$ cat src/rtl/ldst_pkg.sv
// Shared encodings and decoded-instruction record for the load/store unit.
// Assumes the 32-bit base-integer instruction layout.
package ldst_pkg;

    localparam logic [6:0] OPC_LOAD  = 7'b0000011;
    localparam logic [6:0] OPC_STORE = 7'b0100011;

    typedef enum logic [1:0] {
        SZ_BYTE = 2'd0,
        SZ_HALF = 2'd1,
        SZ_WORD = 2'd2
    } acc_size_t;

    typedef struct packed {
        logic       legal;
        logic       is_store;
        logic       sext;
        acc_size_t  size;
        logic [4:0] rd;
        logic [11:0] imm;
    } dec_t;

    typedef enum logic [1:0] {
        ST_IDLE = 2'd0,
        ST_REQ  = 2'd1,
        ST_WAIT = 2'd2
    } fsm_t;

endpackage

$ cat src/rtl/ldst_decode.sv
// Decodes a load or store instruction, forms the effective address and
// detects misalignment. Purely combinational; assumes DATA_W is a power
// of two of at least 32 bits.
module ldst_decode
    import ldst_pkg::*;
#(
    parameter int DATA_W = 32
) (
    input  logic [31:0]       instr,
    input  logic [DATA_W-1:0] rs1_val,
    output dec_t              dec,
    output logic [DATA_W-1:0] ea,
    output logic              misal
);
    localparam int OFF_W = $clog2(DATA_W / 8);

    logic [6:0]  opc;
    logic [2:0]  f3;
    logic [OFF_W-1:0] off;
    logic        unused_fields;

    assign opc = instr[6:0];
    assign f3  = instr[14:12];
    assign unused_fields = ^instr[24:15];

    // Field and width decode for the supported funct3 encodings.
    always_comb begin
        dec          = '0;
        dec.rd       = instr[11:7];
        dec.size     = SZ_BYTE;
        if (opc == OPC_LOAD) begin
            dec.imm = instr[31:20];
            dec.is_store = 1'b0;
            unique case (f3)
                3'b000: begin dec.legal = 1'b1; dec.size = SZ_BYTE; dec.sext = 1'b1; end
                3'b001: begin dec.legal = 1'b1; dec.size = SZ_HALF; dec.sext = 1'b1; end
                3'b010: begin dec.legal = 1'b1; dec.size = SZ_WORD; dec.sext = 1'b0; end
                3'b100: begin dec.legal = 1'b1; dec.size = SZ_BYTE; dec.sext = 1'b0; end
                3'b101: begin dec.legal = 1'b1; dec.size = SZ_HALF; dec.sext = 1'b0; end
                default: dec.legal = 1'b0;
            endcase
        end else if (opc == OPC_STORE) begin
            dec.imm      = {instr[31:25], instr[11:7]};
            dec.is_store = 1'b1;
            unique case (f3)
                3'b000:  begin dec.legal = 1'b1; dec.size = SZ_BYTE; end
                3'b001:  begin dec.legal = 1'b1; dec.size = SZ_HALF; end
                3'b010:  begin dec.legal = 1'b1; dec.size = SZ_WORD; end
                default: dec.legal = 1'b0;
            endcase
        end
    end

    // Effective address: base plus sign-extended immediate.
    assign ea  = rs1_val + {{(DATA_W-12){dec.imm[11]}}, dec.imm};
    assign off = ea[OFF_W-1:0];

    // Natural-alignment check for halfword and word accesses.
    always_comb begin
        unique case (dec.size)
            SZ_HALF: misal = off[0];
            SZ_WORD: misal = (off != '0);
            default: misal = 1'b0;
        endcase
    end

endmodule

$ cat src/rtl/ldst_store_lane.sv
// Builds byte enables and lane-steered write data for an access of the
// given size at the given in-word offset. Assumes the offset is aligned.
module ldst_store_lane
    import ldst_pkg::*;
#(
    parameter int DATA_W = 32
) (
    input  acc_size_t                    size,
    input  logic [$clog2(DATA_W/8)-1:0]  off,
    input  logic [DATA_W-1:0]            src,
    output logic [DATA_W/8-1:0]          be,
    output logic [DATA_W-1:0]            wdata
);
    localparam int LANES = DATA_W / 8;
    localparam int OFF_W = $clog2(LANES);

    for (genvar i = 0; i < LANES; i++) begin : g_lane
        localparam logic [OFF_W-1:0] LANE_IDX = OFF_W'(i);
        // Enable for this lane and the source byte that feeds it.
        always_comb begin
            unique case (size)
                SZ_BYTE: begin
                    be[i]          = (off == LANE_IDX);
                    wdata[8*i +: 8] = src[7:0];
                end
                SZ_HALF: begin
                    be[i]          = (off[OFF_W-1:1] == LANE_IDX[OFF_W-1:1]);
                    wdata[8*i +: 8] = src[8*(i % 2) +: 8];
                end
                default: begin
                    be[i]          = (size == SZ_WORD);
                    wdata[8*i +: 8] = src[8*i +: 8];
                end
            endcase
        end
    end

endmodule

$ cat src/rtl/ldst_load_extend.sv
// Selects the addressed byte or halfword from a returned data word and
// widens it with sign or zero fill. Assumes the offset is aligned.
module ldst_load_extend
    import ldst_pkg::*;
#(
    parameter int DATA_W = 32
) (
    input  acc_size_t                    size,
    input  logic                         sext,
    input  logic [$clog2(DATA_W/8)-1:0]  off,
    input  logic [DATA_W-1:0]            rdata,
    output logic [DATA_W-1:0]            result
);
    localparam int OFF_W = $clog2(DATA_W / 8);

    logic [7:0]  byte_v;
    logic [15:0] half_v;
    logic [OFF_W-2:0] half_idx;

    assign half_idx = off[OFF_W-1:1];
    assign byte_v   = rdata[8 * int'(off) +: 8];
    assign half_v   = rdata[16 * int'(half_idx) +: 16];

    // Width selection and fill.
    always_comb begin
        unique case (size)
            SZ_BYTE: result = {{(DATA_W-8){sext & byte_v[7]}}, byte_v};
            SZ_HALF: result = {{(DATA_W-16){sext & half_v[15]}}, half_v};
            default: result = rdata;
        endcase
    end

endmodule

$ cat src/rtl/ldst_unit.sv
// Load/store execution unit: accepts one instruction at a time, issues a
// single word-wide memory request, and returns load results as a register
// write. Assumes the memory returns read data some cycles after accepting
// a read and never for a write.
module ldst_unit
    import ldst_pkg::*;
#(
    parameter int DATA_W = 32
) (
    input  logic              clk,
    input  logic              rst_n,
    input  logic              req_valid,
    output logic              req_ready,
    input  logic [31:0]       instr,
    input  logic [DATA_W-1:0] rs1_val,
    input  logic [DATA_W-1:0] rs2_val,
    output logic              mem_valid,
    input  logic              mem_ready,
    output logic              mem_we,
    output logic [DATA_W-1:0] mem_addr,
    output logic [DATA_W/8-1:0] mem_be,
    output logic [DATA_W-1:0] mem_wdata,
    input  logic              mem_rvalid,
    input  logic [DATA_W-1:0] mem_rdata,
    output logic              done,
    output logic              wb_valid,
    output logic [4:0]        wb_rd,
    output logic [DATA_W-1:0] wb_data,
    output logic              misalign
);
    localparam int LANES = DATA_W / 8;
    localparam int OFF_W = $clog2(LANES);

    fsm_t              st;
    dec_t              dec;
    logic [DATA_W-1:0] ea;
    logic              misal;
    logic [LANES-1:0]  be_c;
    logic [DATA_W-1:0] wdata_c;
    logic [DATA_W-1:0] ext_c;
    logic              fire;

    logic [DATA_W-1:0] addr_q;
    logic [LANES-1:0]  be_q;
    logic [DATA_W-1:0] wdata_q;
    logic              we_q;
    logic [4:0]        rd_q;
    acc_size_t         size_q;
    logic              sext_q;
    logic              done_q;
    logic              wbv_q;
    logic [DATA_W-1:0] wbd_q;
    logic              mis_q;

    ldst_decode #(.DATA_W(DATA_W)) u_dec (
        .instr   (instr),
        .rs1_val (rs1_val),
        .dec     (dec),
        .ea      (ea),
        .misal   (misal)
    );

    ldst_store_lane #(.DATA_W(DATA_W)) u_lane (
        .size  (dec.size),
        .off   (ea[OFF_W-1:0]),
        .src   (rs2_val),
        .be    (be_c),
        .wdata (wdata_c)
    );

    ldst_load_extend #(.DATA_W(DATA_W)) u_ext (
        .size   (size_q),
        .sext   (sext_q),
        .off    (addr_q[OFF_W-1:0]),
        .rdata  (mem_rdata),
        .result (ext_c)
    );

    assign req_ready = (st == ST_IDLE);
    assign fire      = req_valid && req_ready;

    // Sequencer: accept, request, await read data, complete.
    always_ff @(posedge clk) begin
        if (!rst_n) begin
            st      <= ST_IDLE;
            addr_q  <= '0;
            be_q    <= '0;
            wdata_q <= '0;
            we_q    <= 1'b0;
            rd_q    <= '0;
            size_q  <= SZ_BYTE;
            sext_q  <= 1'b0;
            done_q  <= 1'b0;
            wbv_q   <= 1'b0;
            wbd_q   <= '0;
            mis_q   <= 1'b0;
        end else begin
            done_q <= 1'b0;
            wbv_q  <= 1'b0;
            mis_q  <= 1'b0;
            unique case (st)
                ST_IDLE: begin
                    if (fire && dec.legal) begin
                        if (misal) begin
                            mis_q <= 1'b1;
                        end else begin
                            addr_q  <= ea;
                            be_q    <= be_c;
                            wdata_q <= dec.is_store ? wdata_c : '0;
                            we_q    <= dec.is_store;
                            rd_q    <= dec.rd;
                            size_q  <= dec.size;
                            sext_q  <= dec.sext;
                            st      <= ST_REQ;
                        end
                    end
                end
                ST_REQ: begin
                    if (mem_ready) begin
                        if (we_q) begin
                            done_q <= 1'b1;
                            st     <= ST_IDLE;
                        end else begin
                            st <= ST_WAIT;
                        end
                    end
                end
                ST_WAIT: begin
                    if (mem_rvalid) begin
                        done_q <= 1'b1;
                        wbv_q  <= (rd_q != 5'd0);
                        wbd_q  <= ext_c;
                        st     <= ST_IDLE;
                    end
                end
                default: st <= ST_IDLE;
            endcase
        end
    end

    // Port drive from registered state.
    assign mem_valid = (st == ST_REQ);
    assign mem_we    = we_q;
    assign mem_addr  = {addr_q[DATA_W-1:OFF_W], {OFF_W{1'b0}}};
    assign mem_be    = be_q;
    assign mem_wdata = wdata_q;
    assign done      = done_q;
    assign wb_valid  = wbv_q;
    assign wb_rd     = rd_q;
    assign wb_data   = wbd_q;
    assign misalign  = mis_q;

    AST_REQ_STABLE: assert property (@(posedge clk) disable iff (!rst_n)
        (mem_valid && !mem_ready) |=> (mem_valid && $stable(mem_addr) && $stable(mem_be) && $stable(mem_wdata) && $stable(mem_we)));
    AST_DONE_ONE_CYCLE: assert property (@(posedge clk) disable iff (!rst_n)
        done |=> !done);
    AST_MISALIGN_NO_REQ: assert property (@(posedge clk) disable iff (!rst_n)
        misalign |-> (!mem_valid && !done));
    AST_STORE_HAS_LANES: assert property (@(posedge clk) disable iff (!rst_n)
        (mem_valid && mem_we) |-> (mem_be != '0));
    AST_WB_NEVER_X0: assert property (@(posedge clk) disable iff (!rst_n)
        wb_valid |-> (wb_rd != 5'd0 && done));
    AST_BUSY_NO_ACCEPT: assert property (@(posedge clk) disable iff (!rst_n)
        mem_valid |-> !req_ready);

endmodule

$ cat config.mk
export PLATFORM = sky130hd
export DESIGN_NAME = ldst_unit
export DESIGN_NICKNAME = d
export VERILOG_FILES = /design/src/rtl/ldst_pkg.sv /design/src/rtl/ldst_decode.sv /design/src/rtl/ldst_store_lane.sv /design/src/rtl/ldst_load_extend.sv /design/src/rtl/ldst_unit.sv
export SDC_FILE = /design/constraint.sdc
export NUM_CORES = 1
export LEC_CHECK = 0
export CAP_MARGIN = 20
export CORE_AREA = 2 2 127 129
export CTS_CLUSTER_DIAMETER = 120
export CTS_CLUSTER_SIZE = 40
export DETAILED_ROUTE_END_ITERATION = 10
export DIE_AREA = 0 0 129 131
export GPL_TIMING_DRIVEN = 1
export PLACE_DENSITY = 0.8
export SYNTH_ARGS = -nofsm -noshare
export SYNTH_HDL_FRONTEND = slang
export SYNTH_SLANG_ARGS = --single-unit
$ cat constraint.sdc
create_clock -name clk -period 3.9 [get_ports clk]
set_input_delay 0.585 -clock clk [delete_from_list [all_inputs] [get_ports clk]]
set_output_delay 0.585 -clock clk [all_outputs]
set_load 0.05 [all_outputs]
### Yosys cells after proc, flatten, opt, wreduce, memory -nomap -nowiden

Index checks and enable logic that the tools add are counted.

* bits in registers: 114
* bits of input ports: 133
* output and inout bits: 111
* logic and storage cells: 86

* add/subtract/negate cells: 1
* eq/ne operators: 18
* shift-type cells: 2
* mux-type cells: 32
* bitwise operators: 4
* reduce and logical (&&, ||, !) cells: 17

Operator list (number)
* 32-bit case mux with 2 select lines: 1
* 32-bit adder: 1
* 32-bit two-way mux: 1
* 32-bit by 6-bit variable part select with 16-bit output: 1
* 32-bit by 6-bit variable part select with 8-bit output: 1
* 12-bit two-way mux: 2
* 2-bit two-way mux: 9
* 8-bit two-way mux: 2
* 8-bit case mux with 2 select lines: 1
* 1-bit case mux with 2 select lines: 6
* 3-bit case mux with 4 select lines: 1
* 3-bit AND reduction: 3
* 2-bit by 1-bit equality test with 1-bit output, second input constant: 4
* 2-bit equality test, second input constant: 4
* 2-bit logical NOT: 4
* 7-bit by 2-bit equality test with 1-bit output, second input constant: 1
* 7-bit by 6-bit equality test with 1-bit output, second input constant: 1
* 1-bit two-way mux: 7
* 3-bit equality test, second input constant: 2
* 2-bit case mux with 3 select lines: 1
* 5-bit nonzero test: 1
* 5-bit OR reduction: 1
* 2-bit by 1-bit inequality test with 1-bit output, second input constant: 2
* 2-bit inequality test, second input constant: 2
* other kinds (12): 15

### Logic depth before layout (Yosys ltp)

Gate-level depths: netlist of the first run.

* word-level depth: 9
* mapped depth: 16
* mapped depth without buffers: 13

### By module

Synthesis of the first run repeated with hierarchy kept, for this count alone.

* cell total of the unflattened synthesis: 1010
* area total of the unflattened synthesis: 7836.3 sq um

Modules (own cells, without submodules)
* ldst_unit: instances 1, cells each 539, area each 4594.4 sq um, seq. area each 2282.2 sq um
* ldst_decode: instances 1, cells each 290, area each 2011.9 sq um, seq. area each 0.0 sq um
* ldst_load_extend: instances 1, cells each 117, area each 724.4 sq um, seq. area each 0.0 sq um
* ldst_store_lane: instances 1, cells each 64, area each 505.5 sq um, seq. area each 0.0 sq um

### Worst setup path after synthesis of the first run

OpenSTA, ideal clock, no wires.

* kind: in2reg
* from: in instr[3]
* to: reg addr_q[20]
* setup time: 115 ps
* arrival: 3470 ps
* data required time: 3785 ps
* path slack: 316 ps
* stages on the path: 13
* path buffers: 1
* cell sequence: nor2_1 -> and4_1 -> clkbuf_1 -> and2_1 -> ha_1 -> a221o_1 -> a31oi_1 -> o21bai_1 -> a31o_2 -> or2_1 -> xnor2_1 -> o21ai_0 -> and2_1

* cells in the longest elaborated chain, start to end: 8
* elaborated cells between the ends (all ways): 16
* classes of those cells: 1 x add/sub; 4 x eq/ne; 7 x mux; 1 x bitwise; 3 x reduce/logical

RTL lines
* start, declared: line ldst_unit.sv:14 `input logic [31:0] instr,`
* 7-bit by 6-bit equality test with 1-bit output: line ldst_decode.sv:42 `end else if (opc == OPC_STORE) begin`
* 12-bit two-way mux: line ldst_decode.sv:42
* 12-bit two-way mux: line ldst_decode.sv:31 `if (opc == OPC_LOAD) begin`
* 32-bit adder: line ldst_decode.sv:55 `assign ea = rs1_val + {{(DATA_W-12){dec.imm[11]}}, dec.imm};`
* 2-bit nonzero test: line ldst_decode.sv:62 `SZ_WORD: misal = (off != '0);`
* 1-bit case mux with 2 select lines: line ldst_decode.sv:60 `unique case (dec.size)`
* 1-bit inverter (no source line)
* 3-bit AND reduction (no source line)
* end signal, assigned: line ldst_unit.sv:86 `addr_q <= '0;`
* end signal, assigned: line ldst_unit.sv:107 `addr_q <= ea;`
* end, declared: line ldst_unit.sv:43 `logic [DATA_W-1:0] addr_q;`

Several ways; a longest one is shown, not always the timed one.
A chain may end at the register's enable or synchronous reset.

### Final worst setup path of the first run

* from: in instr[5]
* to: reg addr_q[30]

Same word-level chain as after synthesis.

==> summary.md, run 1 <==
| Metric | Value |
|---|---|
| Status | `finished, final reports clean` |
| Int Power | `about 2.3 mW` |
| CTS root buffer | `clkbuf_16` |
| Largest net degree at the start of global routing | `56` |
| Post-synthesis cell type count | `63` |
| Die span in y | `~130 um` |
| Final hold vios | `0` |
| Total GRT Usage | `between 20% and 30%` |
| Time the worst path needs with I/O delays and setup | `around 3.6 ns` |
| Layout Area Growth over Synthesis | `46.7%` |
| Hold buffer count at cts | `0` |
| VDD IR-drop max | `~0.33 mV` |
| Vias per std cell | `~5.4` |
| Row Count | `46` |
| Register area | `around 2300 sq um` |
| Min-Delay Path Class | `register to register` |
| Synthesized area | `between 6000 and 7000 sq um` |
| Top Ports | `244` |
| Clk Latency, worst-skew pair | `0.43 ns` |
| Crit path kind | `input pin to register` |
| Iter 0 DRT Violations | `540` |
| Layout net count | `approximately 1300` |
| Commonest cells after routing, fill and taps aside | `clkdlybuf4s50_1 (236), a21oi_1 (121), dfxtp_1 (114)` |
| Post-synth EDFFs | `0` |
| Initial antenna violation count | `0` |
| Gate power share | `about a tenth` |
| Switch Pwr | `approximately 0.77 mW` |
| Register area share after synthesis | `between 30 and 40%` |
| Cells after synthesis | `about 890` |
| Setup_tns | `0 ns` |
| Critical Path Sink Type | `register` |
| H-tree Lvls | `4` |
| Multi-input logic area | `around 4200 sq um` |
| Post-Synth Adder-Cell Area | `around 7.3%` |
| First-pass GRT wire length | `between 30000 and 40000 um` |
| Yosys warning total | `0` |
| Fin crit share | `91.3%` |
| Drt pass-1 iters | `5` |
| # setup viols final | `0` |
| Net Sw Frac | `around a quarter` |
| Highest net fanout along the worst path | `4` |
| Simple-gate share of the synthesized area | `a little under a fifth` |
| # DRC | `0` |
| Share of layout cells above drive strength 1 | `about a tenth` |
| Async set or reset register ratio after synthesis | `0%` |
| Leak | `about 4.1 nW` |
| Reg power frac | `roughly 38%` |
| Largest family of logic cells by synthesized area | `compound AO/OA/AOI/OAI gates` |
| Power share of the clock group | `approximately half` |
| Cts repair resizes | `0` |
| Clock buffer count from CTS | `17` |
| Vias in the first global route | `just under 7000` |
| Flops & latches, synth | `approximately 110` |
| PortBufs | `about 240` |
| DRT Wirelength | `around 22000 um` |
| Congestion Overflow GR | `0` |
| Core area | `roughly 16000 sq um` |
| Maximum clock rate | `281 MHz` |
| Post-DP HPWL | `~17000 um` |
| Final antenna-violating net count | `0` |
| Clock Sinks | `114` |
| Die X-Extent | `about 130 um` |
| Via count | `between 7000 and 8000` |
| Critical path startpoint category | `input pin` |
| Fill cells | `1323` |
| Worst Tran Pin Value | `around 0.93 ns` |
| Commonest non-fill, non-tap cell in the layout | `clkdlybuf4s50_1` |
| Die Footprint | `16900 sq um` |
| Cell area after placement | `roughly 9700 sq um` |
| CTS tree | `built` |
| Unrepaired setup endpoints after global routing | `no` |
| Syn Area/Cell | `slightly below 8 sq um` |
| CTS Buffer Depth | `2` |
| Slew Limit Fails | `0` |
| Slew HR | `between 30 and 40%` |
| Primary FF master, synth | `dfxtp_1` |
| Tot Pwr | `3.08 mW` |
| Routed WL per cell | `around 16 um` |
| Initial core utilization | `44.8%` |
| Synth area leader | `dfxtp_1` |
| Worst Clk Skew | `0.00818 ns` |
| ANT cells | `0` |
| Critical Path AT | `just under 4 ns` |
| Mux cell area share after synthesis | `6.52%` |
| Non-Filler Cell Area, Final | `around 10000 sq um` |
| Xor and xnor area share after synthesis | `2.63%` |
| Post-CTS Repair Setup Buffers | `0` |
| WHS | `between 0.4 and 0.5 ns` |
| Compound-gate portion of the synthesized area | `approximately a quarter` |
| Max Cap Viol | `0` |
| Placer Congestion | `~0.91` |
| Top cell type's share of synthesized area | `32.7%` |
| Ranking of synthesized cells by area | `dfxtp_1 (33%), a21oi_1 (8.7%), ha_1 (7.0%), nand2_1 (5.8%), nor2_1 (5.8%)` |
| Worst path required time | `about 4.2 ns` |
| Pwr per Cell Area | `roughly 300 nW/um^2` |
| Clock-pin slew on the worst setup and hold paths | `0.06 ns` |
path summary, 6_finish.rpt:
| path | startpoint | endpoint | slack, ns | cells after the start |
|---|---|---|---|---|
| setup / recovery | instr[5] | addr_q[30]$_SDFFE_PN0P_ | 0.34 | 13 |
| hold / removal | addr_q[14]$_SDFFE_PN0P_ | addr_q[14]$_SDFFE_PN0P_ | 0.45 | 2 |
| setup reg to reg | st[1]$_SDFFE_PN0P_ | mem_wdata[6]$_SDFFE_PN0P_ | 1.58 | 8 |
| hold reg to reg | addr_q[14]$_SDFFE_PN0P_ | addr_q[14]$_SDFFE_PN0P_ | 0.45 | 2 |
per-stage QoR:
| step | setup slack, ns | std cells | utilization, % |
|---|---|---|---|
| detailed placement | -0.120 | 1314 | 61.9 |
| global placement | -0.0586 | 1314 | 61.9 |
| CTS | 0.309 | 1346 | 65.7 |
| global route | 0.0593 | 1346 | 65.7 |
| finish | 0.338 | 1346 | 65.7 |
| floorplan | 0.316 | 888 | - |
cells by family after synthesis:
kind of cell,after synthesis
AOI/OAI and AO/OA,285
xor gates and xnor gates,21
adders and majority gates,40
buffers and inverters,100
DFF,114
muxes,33
other,1
and+or+nand+nor,293
power groups by stage:
stage,registers (mW),clock network [mW],logic [mW]
6_report,1.17,1.59,0.329
5_1_grt,1.17,1.65,0.352
4_1_cts,1.17,1.60,0.327
3_5_place_dp,1.19,0,0.324
3_3_place_gp,1.19,0,0.321
2_1_floorplan,1.19,0,0.132
flip-flops by register name, summed over array words and instances (netlist names), 2 cells and up:
name / count
wb_data: 32
addr_q: 32
st: 2
size_q: 2
wb_rd: 5
mem_be: 4
mem_wdata: 32
cell type report:
class	instances	area share (%)
Clock buffer	17	4.15
Clock inverter	15	1.67
Inverter	14	0.513
Multi-Input combinational cell	674	41.2
Sequential cell	114	22.3
Tap cell	216	2.64
Timing Repair Buffer	296	27.6
cell usage after synthesis (all sizes together) (3+ instances only):
master	count
a211o	5
a211oi	15
a21o	14
a21oi	122
a22oi	16
a311oi	3
a31oi	10
and2	10
and3	5
and4	4
buf	39
clkbuf	47
dfxtp	114
ha	39
inv	12
mux2i	23
mux4	10
nand2	108
nand2b	5
nand3	16
nand4	6
nor2	108
nor2b	6
nor3	8
nor4	4
o211ai	17
o21a	4
o21ai	58
o21bai	5
or2	3
or4	3
xnor2	12
xor2	9
worst max-delay path, stage by stage:
cell             delay, ns
clkdlybuf4s50_1       0.57
buf_4                 0.18
mux2i_1               0.19
nor2_1                0.08
fa_1                  0.46
a211oi_4              0.25
o21ai_2               0.11
a2111o_1              0.51
a21oi_4               0.18
o21ai_2               0.10
a211oi_4              0.35
o31a_1                0.19
a31oi_2               0.08
metal layers:
metal  share of wire (%)  vias to the layer above  track usage (%)
met5                   0                        -                0
met4                 2.7                        0             11.2
met3                 4.7                       49             4.36
met2                  48                      233             41.1
met1                  45                     3389             33.8
li1                    -                     3606                -
Note: power is estimated with default switching activity, not from simulation.
==> run 2: changes to the inputs <==
- CTS_CLUSTER_SIZE: 40 -> not set
==> results of run 2 <==
The final DEF is identical to that of run 1; final timing and power are the same.
==> run 3: changes to the inputs <==
- CORE_AREA: 2 2 127 129 -> 2 2 176 92
- DIE_AREA: 0 0 129 131 -> 0 0 178 94
- DONT_BUFFER_PORTS: not set -> 1
- PLACE_DENSITY: 0.8 -> not set
==> run 3 against run 2 <==
  * Global-route usage up 1.6 points
  * Clock skew up 0.0016 ns
  * Register-to-register slack worse by 0.72 ns
  * Sequential power about the same
  * First-iteration DRC count down 6.1%
  * Sequential cell count unchanged
  * Fmax up 4.0%
  * Total power down 5.8%
  * Non-clock buffer count down 271
  * Count of clock-buffer cells in the layout up 3
  * Critical path type unchanged
  * Critical endpoint is now addr_q[24]$_SDFFE_PN0P_
  * Highest routed layer unchanged
==> summary.md, run 3 (synthesis results as in run 1) <==
| Metric | Value |
|---|---|
| Die X-Extent | `178 um (+38%)` |
| Min-Delay Path Class | `input pin to register` |
| Clk Latency, worst-skew pair | `0.41 ns (-0.02 ns)` |
| Layout Area Growth over Synthesis | `8.86%` |
| Die Footprint | `16700 sq um (-0.99%)` |
| DRT Wirelength | `22700 um (+2.2%)` |
| Register area | `2280 sq um (unchanged)` |
| Row Count | `32 (-30%)` |
| H-tree Lvls | `4 (unchanged)` |
| Slew Limit Fails | `0 (unchanged)` |
| Core area | `15100 sq um (-3.2%)` |
| Cts repair resizes | `0 (unchanged)` |
| Worst Tran Pin Value | `1.02 ns (+0.0836 ns)` |
| Time the worst path needs with I/O delays and setup | `3.43 ns (-0.136 ns)` |
| PortBufs | `0 (-100%)` |
| Maximum clock rate | `292 MHz (+4.0%)` |
| Top Ports | `244 (unchanged)` |
| Largest net degree at the start of global routing | `53 (-5.4%)` |
| Hold buffer count at cts | `0 (unchanged)` |
| Max Cap Viol | `0 (unchanged)` |
| Clock Sinks | `114 (unchanged)` |
| Clock-pin slew on the worst setup and hold paths | `0.06 ns (about the same)` |
| Multi-input logic area | `4230 sq um (unchanged)` |
| Initial antenna violation count | `0 (unchanged)` |
| Routed WL per cell | `21.4 um (+30%)` |
| Final hold vios | `0 (unchanged)` |
| VDD IR-drop max | `0.250 mV (-23%)` |
| Iter 0 DRT Violations | `507 (-6.1%)` |
| Congestion Overflow GR | `0 (unchanged)` |
| Leak | `3.04 nW (-25%)` |
| Vias per std cell | `6.03 (+12%)` |
| Setup_tns | `0 ns (unchanged)` |
| Slew HR | `32.1% (-5.6 points)` |
| Placer Congestion | `0.911 (+0.11%)` |
| Worst path required time | `4.25 ns (+0.04 ns)` |
| ANT cells | `0 (unchanged)` |
| Commonest cells after routing, fill and taps aside | `a21oi_1 (121), dfxtp_1 (114), nor2_1 (108), nand2_1 (108), o21ai_0 (53)` |
| CTS root buffer | `clkbuf_16` |
| Initial core utilization | `46.3% (+1.5 points)` |
| Drt pass-1 iters | `5 (unchanged)` |
| Status | `finished, final reports clean` |
| Die span in y | `94 um (-28%)` |
| WHS | `0.298 ns (-0.151 ns)` |
| Unrepaired setup endpoints after global routing | `no` |
| CTS Buffer Depth | `2 (unchanged)` |
| Post-DP HPWL | `17400 um (+4.6%)` |
| First-pass GRT wire length | `34400 um (+0.95%)` |
| Final antenna-violating net count | `0 (unchanged)` |
| Highest net fanout along the worst path | `7 (+3)` |
| Fin cells | `1062 (-21%)` |
| Fill cells | `1442 (+9.0%)` |
| Worst Clk Skew | `0.00981 ns (+0.00162 ns)` |
| # setup viols final | `0 (unchanged)` |
| Total GRT Usage | `27.1% (+1.6 points)` |
| Share of layout cells above drive strength 1 | `9.32% (-1.1 points)` |
| Post-CTS Repair Setup Buffers | `0 (unchanged)` |
| Commonest non-fill, non-tap cell in the layout | `a21oi_1` |
| Layout net count | `1019 (-21%)` |
| Critical Path AT | `3.77 ns (-0.10 ns)` |
| Clock buffer count from CTS | `17 (unchanged)` |
| CTS tree | `built` |
| Placed Cells | `1030 (-22%)` |
| # DRC | `0 (unchanged)` |
| Critical path startpoint category | `input pin` |
| Fin crit share | `87.8% (-3.5 points)` |
| Crit path kind | `input pin to register` |
| Pwr per Cell Area | `382 nW/um^2 (+27%)` |
| Via count | `6405 (-12%)` |
| Final core utilization | `50.4% (-15 points)` |
| Critical Path Sink Type | `register` |
| Vias in the first global route | `5976 (-12%)` |
-- run 3: cell types whose count changed in the layout (fill, tap and decap cells not counted) --
cell,previous run,this run
inv_8,1,0
bufinv_16,2,3
clkinv_2,1,6
clkinvlp_4,1,0
clkbuf_1,0,2
clkinv_4,4,2
buf_12,1,0
buf_16,0,1
clkbuf_8,0,1
inv_6,6,0
buf_4,59,24
clkdlybuf4s50_1,236,0
-- run 3: worst paths after layout --
| kind | start | to | slack (ns) | cells after the start |
|---|---|---|---|---|
| worst min-delay path | rst_n | addr_q[20]$_SDFFE_PN0P_ | 0.30 | 1 |
| worst min register to register | sext_q$_SDFFE_PN0P_ | sext_q$_SDFFE_PN0P_ | 0.48 | 2 |
| worst max-delay path | instr[3] | addr_q[24]$_SDFFE_PN0P_ | 0.47 | 12 |
| worst max register to register | st[1]$_SDFFE_PN0P_ | addr_q[24]$_SDFFE_PN0P_ | 0.86 | 7 |
-- run 3: power by group --
part	leakage, nW	switching, mW	internal, mW
Clock	0.293	0.560	1.01
Sequential	0.918	0.00534	1.17
Combinational	1.83	0.0985	0.0597
Total	3.04	0.664	2.24
-- run 3: critical path, stage by stage --
cell	delay, ns
nor2_1	0.11
nand4_1	0.20
buf_4	0.21
nor2_1	0.10
ha_1	0.21
fa_1	0.45
nand2_1	0.07
a21boi_0	0.17
or4_2	0.88
buf_4	0.24
or4_1	0.47
nand3_1	0.07
-- run 3: per-stage QoR --
| step | total power, mW | area (sq um) | worst slack (ns) |
|---|---|---|---|
| 2_1_floorplan | 1.32 | 6990 | 0.316 |
| 3_3_place_gp | 1.35 | 7000 | 0.150 |
| 3_5_place_dp | 1.35 | 7000 | 0.102 |
| 4_1_cts | 2.92 | 7580 | 0.519 |
| 5_1_grt | 3.00 | 7610 | 0.121 |
| 6_report | 2.90 | 7610 | 0.474 |
-- run 3: layout make-up --
class	count	share of cell area, %
Clock inverter	11	1.81
Clock buffer	20	5.87
Tap cell	204	3.36
Inverter	14	0.691
Multi-Input combinational cell	674	55.5
Timing Repair Buffer	25	2.73
Sequential cell	114	30.0
-- run 3: layer usage --
metal | up-vias | share of wire [%] | wire length (um) | GRT usage, %
li1 | 3066 | - | - | -
met5 | - | 0 | 0 | 0
met4 | 0 | 1.1 | 240 | 6.69
met2 | 301 | 39 | 8770 | 35.8
met3 | 18 | 11 | 2470 | 9.43
met1 | 3020 | 49 | 11200 | 40.7
